$ cat src/rtl/spi_eng_pkg.sv
package spi_eng_pkg;

  localparam int XFER_W = 8;
  localparam int REG_W  = 32;
  localparam int ADDR_W = 5;

  // register byte offsets
  localparam logic [ADDR_W-1:0] OFS_RXDATA = 5'h00;
  localparam logic [ADDR_W-1:0] OFS_TXDATA = 5'h04;
  localparam logic [ADDR_W-1:0] OFS_CTRL   = 5'h08;
  localparam logic [ADDR_W-1:0] OFS_IEN    = 5'h0C;
  localparam logic [ADDR_W-1:0] OFS_ISTA   = 5'h10;
  localparam logic [ADDR_W-1:0] OFS_BURST  = 5'h14;
  localparam logic [ADDR_W-1:0] OFS_TXLEN  = 5'h18;
  localparam logic [ADDR_W-1:0] OFS_LEVEL  = 5'h1C;

  // control word bit positions (software decodes these)
  localparam int CB_EN      = 0;
  localparam int CB_MASTER  = 1;
  localparam int CB_CPHA    = 2;
  localparam int CB_CPOL    = 3;
  localparam int CB_LSB     = 6;
  localparam int CB_TXRST   = 8;
  localparam int CB_RXRST   = 9;
  localparam int CB_START   = 10;
  localparam int CB_DISCARD = 15;
  localparam int IB_DONE    = 16;
  localparam int LB_TXLVL   = 16;

  typedef struct packed {
    logic cpha;
    logic cpol;
    logic lsbFirst;
  } modeCfg_t;

  // control -> datapath strobes
  typedef struct packed {
    logic clrTx;
    logic clrRx;
    logic pushTx;
    logic popRx;
    logic loadByte;
    logic takeTx;
    logic leadEdge;
    logic trailEdge;
    logic pushRx;
    logic active;
    logic shifting;
  } dpStrobe_t;

endpackage

$ cat src/rtl/spi_eng_fifo.sv
module spi_eng_fifo #(
  parameter int W     = 8,
  parameter int DEPTH = 64
) (
  input  logic                         clk,
  input  logic                         rstN,
  input  logic                         clr,
  input  logic                         push,
  input  logic                         pop,
  input  logic [W-1:0]                 wdata,
  output logic [W-1:0]                 head,
  output logic [$clog2(DEPTH+1)-1:0]   level
);

  localparam int PTR_W = (DEPTH > 1) ? $clog2(DEPTH) : 1;
  localparam int LVL_W = $clog2(DEPTH + 1);

  logic [W-1:0]     mem [DEPTH];
  logic [PTR_W-1:0] wrPtr, rdPtr, wrNext, rdNext;
  logic             isEmpty, isFull, doPush, doPop;

  assign isEmpty = (level == '0);
  assign isFull  = (level == LVL_W'(DEPTH));
  assign doPush  = push && !isFull;
  assign doPop   = pop && !isEmpty;

  generate
    if ((DEPTH & (DEPTH - 1)) == 0) begin : g_pow2
      assign wrNext = wrPtr + 1'b1;
      assign rdNext = rdPtr + 1'b1;
    end else begin : g_wrap
      assign wrNext = (wrPtr == PTR_W'(DEPTH - 1)) ? '0 : wrPtr + 1'b1;
      assign rdNext = (rdPtr == PTR_W'(DEPTH - 1)) ? '0 : rdPtr + 1'b1;
    end
  endgenerate

  always_ff @(posedge clk or negedge rstN) begin
    if (!rstN) begin
      wrPtr <= '0;
      rdPtr <= '0;
      level <= '0;
    end else if (clr) begin
      wrPtr <= '0;
      rdPtr <= '0;
      level <= '0;
    end else begin
      if (doPush) wrPtr <= wrNext;
      if (doPop)  rdPtr <= rdNext;
      case ({doPush, doPop})
        2'b10:   level <= level + 1'b1;
        2'b01:   level <= level - 1'b1;
        default: level <= level;
      endcase
    end
  end

  always_ff @(posedge clk) begin
    if (doPush) mem[wrPtr] <= wdata;
  end

  assign head = isEmpty ? '0 : mem[rdPtr];

endmodule

$ cat src/rtl/spi_eng_dp.sv
module spi_eng_dp
  import spi_eng_pkg::*;
#(
  parameter int DEPTH = 64,
  parameter int LVL_W = 7
) (
  input  logic              clk,
  input  logic              rstN,
  input  dpStrobe_t         strobe,
  input  modeCfg_t          modeCfg,
  input  logic [XFER_W-1:0] txWdata,
  input  logic              miso,
  output logic              mosi,
  output logic              sclk,
  output logic [XFER_W-1:0] rxHead,
  output logic [LVL_W-1:0]  txLevel,
  output logic [LVL_W-1:0]  rxLevel
);

  logic [XFER_W-1:0] txHead, txShift, txShifted, rxShift, rxShifted;
  logic              outBit, mosiHold, sclkQ, sampleEdge, launchEdge;

  spi_eng_fifo #(.W(XFER_W), .DEPTH(DEPTH)) u_txFifo (
    .clk(clk), .rstN(rstN), .clr(strobe.clrTx), .push(strobe.pushTx),
    .pop(strobe.takeTx), .wdata(txWdata), .head(txHead), .level(txLevel)
  );

  spi_eng_fifo #(.W(XFER_W), .DEPTH(DEPTH)) u_rxFifo (
    .clk(clk), .rstN(rstN), .clr(strobe.clrRx), .push(strobe.pushRx),
    .pop(strobe.popRx), .wdata(rxShift), .head(rxHead), .level(rxLevel)
  );

  always_comb begin
    outBit     = modeCfg.lsbFirst ? txShift[0] : txShift[XFER_W-1];
    txShifted  = modeCfg.lsbFirst ? {1'b0, txShift[XFER_W-1:1]}
                                  : {txShift[XFER_W-2:0], 1'b0};
    rxShifted  = modeCfg.lsbFirst ? {miso, rxShift[XFER_W-1:1]}
                                  : {rxShift[XFER_W-2:0], miso};
    sampleEdge = modeCfg.cpha ? strobe.trailEdge : strobe.leadEdge;
    launchEdge = modeCfg.cpha ? strobe.leadEdge  : strobe.trailEdge;
  end

  always_ff @(posedge clk or negedge rstN) begin
    if (!rstN) begin
      txShift  <= '0;
      rxShift  <= '0;
      mosiHold <= 1'b0;
      sclkQ    <= 1'b0;
    end else if (strobe.loadByte) begin
      txShift  <= strobe.takeTx ? txHead : '0;
      mosiHold <= 1'b0;
      sclkQ    <= modeCfg.cpol;
    end else begin
      if (launchEdge) begin
        txShift <= txShifted;
        if (modeCfg.cpha) mosiHold <= outBit;
      end
      if (sampleEdge) rxShift <= rxShifted;
      if (strobe.leadEdge)       sclkQ <= ~modeCfg.cpol;
      else if (strobe.trailEdge) sclkQ <= modeCfg.cpol;
    end
  end

  assign mosi = !strobe.active ? 1'b0 : (modeCfg.cpha ? mosiHold : outBit);
  assign sclk = strobe.shifting ? sclkQ : modeCfg.cpol;

endmodule

$ cat src/rtl/spi_eng_ctrl.sv
module spi_eng_ctrl
  import spi_eng_pkg::*;
#(
  parameter int CNT_W = 24,
  parameter int LVL_W = 7
) (
  input  logic              clk,
  input  logic              rstN,
  input  logic              regWe,
  input  logic              regRe,
  input  logic [ADDR_W-1:0] regAddr,
  input  logic [REG_W-1:0]  regWdata,
  output logic [REG_W-1:0]  regRdata,
  input  logic              halfTick,
  input  logic [LVL_W-1:0]  txLevel,
  input  logic [LVL_W-1:0]  rxLevel,
  input  logic [XFER_W-1:0] rxHead,
  output dpStrobe_t         strobe,
  output modeCfg_t          modeCfg,
  output logic              busy,
  output logic              enCfg,
  output logic              discardCfg,
  output logic              doneSta,
  output logic              irq
);

  localparam int HALF_W = $clog2(2 * XFER_W);
  localparam logic [HALF_W-1:0] HALF_LAST = HALF_W'(2 * XFER_W - 1);

  typedef enum logic [2:0] {S_IDLE, S_CHECK, S_LOAD, S_SHIFT, S_ENDBYTE} state_t;

  state_t            state;
  logic              masterCfg, ienDone;
  logic [CNT_W-1:0]  burstCfg, txCfg, burstLeft, txLeft;
  logic [HALF_W-1:0] halfCnt;
  logic              wrCtrl, wrSta, launch, finish;

  assign wrCtrl = regWe && (regAddr == OFS_CTRL);
  assign wrSta  = regWe && (regAddr == OFS_ISTA);
  assign launch = wrCtrl && regWdata[CB_START] && regWdata[CB_EN] && !busy;
  assign finish = (state == S_CHECK) && (burstLeft == '0);

  // configuration and status registers
  always_ff @(posedge clk or negedge rstN) begin
    if (!rstN) begin
      enCfg      <= 1'b0;
      masterCfg  <= 1'b0;
      modeCfg    <= '0;
      discardCfg <= 1'b0;
      ienDone    <= 1'b0;
      doneSta    <= 1'b0;
      burstCfg   <= '0;
      txCfg      <= '0;
      busy       <= 1'b0;
    end else begin
      if (wrCtrl) begin
        enCfg            <= regWdata[CB_EN];
        masterCfg        <= regWdata[CB_MASTER];
        modeCfg.cpha     <= regWdata[CB_CPHA];
        modeCfg.cpol     <= regWdata[CB_CPOL];
        modeCfg.lsbFirst <= regWdata[CB_LSB];
        discardCfg       <= regWdata[CB_DISCARD];
      end
      if (regWe && regAddr == OFS_IEN)   ienDone  <= regWdata[IB_DONE];
      if (regWe && regAddr == OFS_BURST) burstCfg <= regWdata[CNT_W-1:0];
      if (regWe && regAddr == OFS_TXLEN) txCfg    <= regWdata[CNT_W-1:0];
      if (finish)                            doneSta <= 1'b1;
      else if (wrSta && regWdata[IB_DONE])   doneSta <= 1'b0;
      if (launch)      busy <= 1'b1;
      else if (finish) busy <= 1'b0;
    end
  end

  // byte sequencer
  always_ff @(posedge clk or negedge rstN) begin
    if (!rstN) begin
      state     <= S_IDLE;
      burstLeft <= '0;
      txLeft    <= '0;
      halfCnt   <= '0;
    end else begin
      case (state)
        S_IDLE: begin
          if (launch) begin
            burstLeft <= burstCfg;
            txLeft    <= txCfg;
            state     <= S_CHECK;
          end
        end
        S_CHECK: state <= finish ? S_IDLE : S_LOAD;
        S_LOAD: begin
          if (txLeft != '0) txLeft <= txLeft - 1'b1;
          halfCnt <= '0;
          state   <= S_SHIFT;
        end
        S_SHIFT: begin
          if (halfTick) begin
            halfCnt <= halfCnt + 1'b1;
            if (halfCnt == HALF_LAST) state <= S_ENDBYTE;
          end
        end
        S_ENDBYTE: begin
          burstLeft <= burstLeft - 1'b1;
          state     <= S_CHECK;
        end
        default: state <= S_IDLE;
      endcase
    end
  end

  always_comb begin
    strobe           = '0;
    strobe.clrTx     = wrCtrl && regWdata[CB_TXRST];
    strobe.clrRx     = wrCtrl && regWdata[CB_RXRST];
    strobe.pushTx    = regWe && (regAddr == OFS_TXDATA);
    strobe.popRx     = regRe && (regAddr == OFS_RXDATA);
    strobe.loadByte  = (state == S_LOAD);
    strobe.takeTx    = (state == S_LOAD) && (txLeft != '0);
    strobe.leadEdge  = (state == S_SHIFT) && halfTick && !halfCnt[0];
    strobe.trailEdge = (state == S_SHIFT) && halfTick && halfCnt[0];
    strobe.pushRx    = (state == S_ENDBYTE) && !discardCfg;
    strobe.active    = (state != S_IDLE);
    strobe.shifting  = (state == S_SHIFT);
  end

  always_comb begin
    regRdata = '0;
    case (regAddr)
      OFS_RXDATA: regRdata[XFER_W-1:0] = rxHead;
      OFS_CTRL: begin
        regRdata[CB_EN]      = enCfg;
        regRdata[CB_MASTER]  = masterCfg;
        regRdata[CB_CPHA]    = modeCfg.cpha;
        regRdata[CB_CPOL]    = modeCfg.cpol;
        regRdata[CB_LSB]     = modeCfg.lsbFirst;
        regRdata[CB_START]   = busy;
        regRdata[CB_DISCARD] = discardCfg;
      end
      OFS_IEN:   regRdata[IB_DONE] = ienDone;
      OFS_ISTA:  regRdata[IB_DONE] = doneSta;
      OFS_BURST: regRdata[CNT_W-1:0] = burstCfg;
      OFS_TXLEN: regRdata[CNT_W-1:0] = txCfg;
      OFS_LEVEL: begin
        regRdata[LVL_W-1:0]            = rxLevel;
        regRdata[LB_TXLVL +: LVL_W]    = txLevel;
      end
      default: regRdata = '0;
    endcase
  end

  assign irq = ienDone && doneSta;

endmodule

$ cat src/rtl/spi_byte_engine.sv
module spi_byte_engine
  import spi_eng_pkg::*;
#(
  parameter int FIFO_DEPTH = 64,
  parameter int CNT_W      = 24
) (
  input  logic              clk,
  input  logic              rstN,
  input  logic              regWe,
  input  logic              regRe,
  input  logic [ADDR_W-1:0] regAddr,
  input  logic [REG_W-1:0]  regWdata,
  output logic [REG_W-1:0]  regRdata,
  input  logic              halfTick,
  output logic              sclk,
  output logic              mosi,
  input  logic              miso,
  output logic              irq
);

  localparam int LVL_W = $clog2(FIFO_DEPTH + 1);

  dpStrobe_t         strobe;
  modeCfg_t          modeCfg;
  logic              busy, enCfg, discardCfg, doneSta;
  logic [LVL_W-1:0]  txLevel, rxLevel;
  logic [XFER_W-1:0] rxHead;

  spi_eng_ctrl #(.CNT_W(CNT_W), .LVL_W(LVL_W)) u_ctrl (
    .clk(clk), .rstN(rstN), .regWe(regWe), .regRe(regRe), .regAddr(regAddr),
    .regWdata(regWdata), .regRdata(regRdata), .halfTick(halfTick),
    .txLevel(txLevel), .rxLevel(rxLevel), .rxHead(rxHead), .strobe(strobe),
    .modeCfg(modeCfg), .busy(busy), .enCfg(enCfg), .discardCfg(discardCfg),
    .doneSta(doneSta), .irq(irq)
  );

  spi_eng_dp #(.DEPTH(FIFO_DEPTH), .LVL_W(LVL_W)) u_dp (
    .clk(clk), .rstN(rstN), .strobe(strobe), .modeCfg(modeCfg),
    .txWdata(regWdata[XFER_W-1:0]), .miso(miso), .mosi(mosi), .sclk(sclk),
    .rxHead(rxHead), .txLevel(txLevel), .rxLevel(rxLevel)
  );

endmodule

$ cat config.mk
export PLATFORM = sky130hd
export DESIGN_NAME = spi_byte_engine
export DESIGN_NICKNAME = d
export VERILOG_FILES = /design/src/rtl/spi_eng_pkg.sv /design/src/rtl/spi_eng_fifo.sv /design/src/rtl/spi_eng_dp.sv /design/src/rtl/spi_eng_ctrl.sv /design/src/rtl/spi_byte_engine.sv
export SDC_FILE = /design/constraint.sdc
export NUM_CORES = 1
export LEC_CHECK = 0
export BUFFER_PORTS_ARGS = -buffer_cell sky130_fd_sc_hd__buf_2
export CAP_MARGIN = 20
export CORE_MARGIN = 2
export CORE_UTILIZATION = 55
export CTS_CLUSTER_DIAMETER = 120
export DETAILED_ROUTE_END_ITERATION = 7
export PLACE_DENSITY = 0.78
export SLEW_MARGIN = 30
export SYNTH_ARGS = -nofsm -noshare
export SYNTH_HDL_FRONTEND = slang
export SYNTH_HIERARCHICAL = 1
export SYNTH_SLANG_ARGS = --single-unit
$ cat constraint.sdc
create_clock -name clk -period 5.9 [get_ports clk]
set_clock_uncertainty 0.1 [all_clocks]
set_input_delay 1.18 -clock clk [delete_from_list [all_inputs] [get_ports clk]]
set_output_delay 1.18 -clock clk [all_outputs]
set_load 0.02 [all_outputs]
==> run summary <==
====================================================================================
Outcome                                                                    completed
Worst-case setup slack after placement                                      764.9 ps
Most used flip-flop cell after synthesis                                    edfxtp_1
Setup Total Neg Slack                                                           0 ps
Avg Inst Size Synth                                                        17.92 µm²
Power per standard cell area                                            420.9 mW/mm²
Clock buffer count from CTS                                                      112
Arrival time of the worst setup path                                         4410 ps
Total core area                                                          0.08974 mm²
Number of enable flip-flop cells after synthesis                                1024
Reg2Reg Depth                                                                      8
Input/output buffers                                                              61
Number of buffers on the longest clock path                                        3
Clock sink total                                                                1192
Post-detailed-route DRC marker count                                               0
First-pass iteration count of the detailed router                                  6
Critical Path End Type                                                    output pin
Relative max-transition margin                                                34.24%
Critical path start-end classification                                  flop to output pin
Wire length per cell after detailed routing                                 28.32 µm
Share of flip-flops with an asynchronous set or reset after synthesis         14.09%
Final std cells w/o fill                                                        4103
Number of failing hold endpoints at the final stage                                0
Number of routed nets with antenna violations                                      0
Number of standard cells after synthesis                                        2771
Number of antenna violations at the first check in global routing                  2
Top fanout value on the critical path                                             77
H-tree lvl count                                                                   3
Share of the cycle needed by the critical path after routing                  96.43%
Die W                                                                       304.5 µm
Most common library cell in the layout ignoring fill and taps               edfxtp_1
Final weighted congestion in routability-driven placement                     0.9134
CTS root buf                                                               clkbuf_16
Design Area, Final                                                       0.05472 mm²
RSZ-0062 raised after global routing                                           false
Fraction of final layout cells with drive strength greater than 1             24.33%
Total setup violations reported at the end of the flow                             0
Number of unique standard cell types used by synthesis                            80
Overall routed net length                                                  116200 µm
Post-detailed-route via-to-cell ratio                                          6.680
Clock latency on the worst-skew pair                                          690 ps
GRT Overall Usage                                                             25.13%
HPWL after DPL                                                              68100 µm
Remaining global-route overflow                                                    0
Final setup margin                                                          210.7 ps
Cell Count Post-Placement                                                       3893
Routed via count                                                               27410
Fraction of the yosys area taken by sequential cells                          70.38%
Synth-to-layout area growth                                                   10.17%
Global-route wire length before repair                                     175300 µm
Initial detailed-routing violation count                                        3746
Worst min-delay path class                                              input pin to async pin
Final worst hold slack                                                      410.6 ps
Data required time of the worst path                                         4620 ps
Vias in the first global route                                                 27390
Count of cells resized by post-cts repair                                          0
Area of placed instances                                                 0.05114 mm²
Commonest cells after routing, fill and taps aside                      1024 x edfxtp_1, 296 x mux4_2, 212 x nor2_1
Total number of nets in the final design                                        2888
Cts hold-fix bufs                                                                  0
Max Cap Violations                                                                 0
Time the final worst path needs with I/O delays and setup                    5689 ps
Number of rows created at floorplan                                              110
Syn Std Cell Area                                                        0.04967 mm²
Lkg Pwr                                                                     17.88 nW
Clock transition at the registers of the reported paths                        60 ps
Maximum number of pins on one net before global-route repair                      78
Initial Util                                                                  55.35%
Critical Path Source Type                                                       flop
Util after Layout                                                             60.97%
Design Power                                                                23.03 mW
Number of setup buffers added after CTS                                            1
Number of top-level pins                                                          78
Post-synthesis register bit count                                               1192
Die area                                                                 0.09272 mm²
Chip Height                                                                 304.5 µm
Count of synthesis-stage warnings from yosys                                       6
Largest voltage drop on the vdd net                                        0.2680 mV
Maximum clock rate                                                         175.8 MHz
Final-layout fill cell count                                                    5936
CTS tree                                                                       built
Max-slew violation count                                                           0
Transition time of the tightest slew-check pin                              982.8 ps
====================================================================================
-- path summary, 6_finish.rpt --
kind,start,end,slack (ps)
max in group asynchronous,rstN,u_dp/u_txFifo/rdPtr[0]$_DFFE_PN0P_,3840
setup reg to reg,u_ctrl/state[2]$_DFFE_PN0P_,u_dp/u_rxFifo/mem[19][5]$_DFFE_PP_,1300
min in group clk,u_ctrl/halfCnt[1]$_DFFE_PN0P_,u_ctrl/halfCnt[1]$_DFFE_PN0P_,420
hold / removal,rstN,u_ctrl/burstLeft[1]$_DFFE_PN0P_,410
hold reg to reg,u_ctrl/halfCnt[1]$_DFFE_PN0P_,u_ctrl/halfCnt[1]$_DFFE_PN0P_,420
setup / recovery,u_dp/u_rxFifo/rdPtr[1]$_DFFE_PN0P_,regRdata[7],210
-- area by class of cell --
type                       count  area, µm²  share of cell area [%]
timing repair buffer         113      779.5                   1.425
tap                         1176       1471                   2.689
clock buffer                 141       2953                   5.397
multi-input combinational   1364      13730                   25.10
antenna                        1      2.502                0.004573
clock inverter                67      596.8                   1.091
inverter                      49      188.9                  0.3453
sequential                  1192      34990                   63.95
-- cell families after synthesis --
kind of cell | synth area share, %
and+or+nand+nor | 5.903
muxes | 16.48
other | 0.007551
buffers and inverters | 2.043
DFF | 70.38
AOI/OAI and AO/OA | 4.416
xor gates and xnor gates | 0.4409
adders and majority gates | 0.3275
-- power breakdown --
group          internal [mW]  leakage, nW  switching, mW
clock network           3.94         1.71           3.10
registers               9.95         11.3          0.845
logic                   2.45         4.84           2.74
total                   16.3         17.9           6.69
-- Yosys cell counts (all sizes together) (4+ instances only) --
cell type / n / area share, %
nor3: 35 / 0.36
a22oi: 15 / 0.23
a21oi: 50 / 0.50
nand3: 33 / 0.35
o31a: 6 / 0.11
nor2b: 26 / 0.34
o22a: 21 / 0.37
or4: 5 / 0.076
a31oi: 24 / 0.30
o22ai: 22 / 0.28
o221ai: 17 / 0.30
o41ai: 8 / 0.14
a211o: 6 / 0.11
o211ai: 10 / 0.15
inv: 49 / 0.38
mux2: 85 / 1.9
nand4: 15 / 0.19
clkbuf: 78 / 0.59
or2: 13 / 0.16
nor4: 22 / 0.36
and3: 8 / 0.10
or3b: 6 / 0.11
mux4: 296 / 13
o21ai: 38 / 0.38
a22o: 20 / 0.35
buf: 95 / 1.1
xnor2: 11 / 0.19
a211oi: 17 / 0.26
xor2: 14 / 0.25
o21a: 6 / 0.091
nor4b: 4 / 0.10
nor2: 216 / 1.7
mux2i: 55 / 1.1
o2111ai: 6 / 0.11
dfrtp: 168 / 8.5
edfxtp: 1024 / 62
and2: 16 / 0.20
nand2b: 27 / 0.34
nand2: 99 / 0.81
ha: 13 / 0.33
or3: 24 / 0.30
nand3b: 20 / 0.30
a221o: 10 / 0.20
-- registers in the layout (all words and copies together) (netlist names), 3 cells and up --
register             flops
u_dp/u_rxFifo/mem      512
u_dp/u_txFifo/mem      512
u_ctrl/burstCfg         24
u_ctrl/burstLeft        24
u_ctrl/txCfg            24
u_ctrl/txLeft           24
u_dp/rxShift             8
u_dp/txShift             8
u_dp/u_rxFifo/level      7
u_dp/u_txFifo/level      7
u_dp/u_rxFifo/rdPtr      6
u_dp/u_rxFifo/wrPtr      6
u_dp/u_txFifo/rdPtr      6
u_dp/u_txFifo/wrPtr      6
u_ctrl/halfCnt           4
u_ctrl/modeCfg           3
u_ctrl/state             3
-- critical path, cell delays in order, from the launching register on --
cell and delay, ps:
dfrtp_4 810, buf_12 420, buf_4 340, mux4_2 350, mux4_2 570, nand2b_1 130
o221ai_1 240, a222oi_1 460, inv_1 100, buf_2 180
-- metal layers --
metal / global-route usage, % / wire (µm) / vias up
li1: - / - / 11270
met1: 34.33 / 43370 / 14150
met2: 41.38 / 57560 / 1718
met3: 4.367 / 11320 / 267
met4: 8.704 / 3939 / 2
met5: 0 / 20 / -
(Power assumes the default switching activity.)
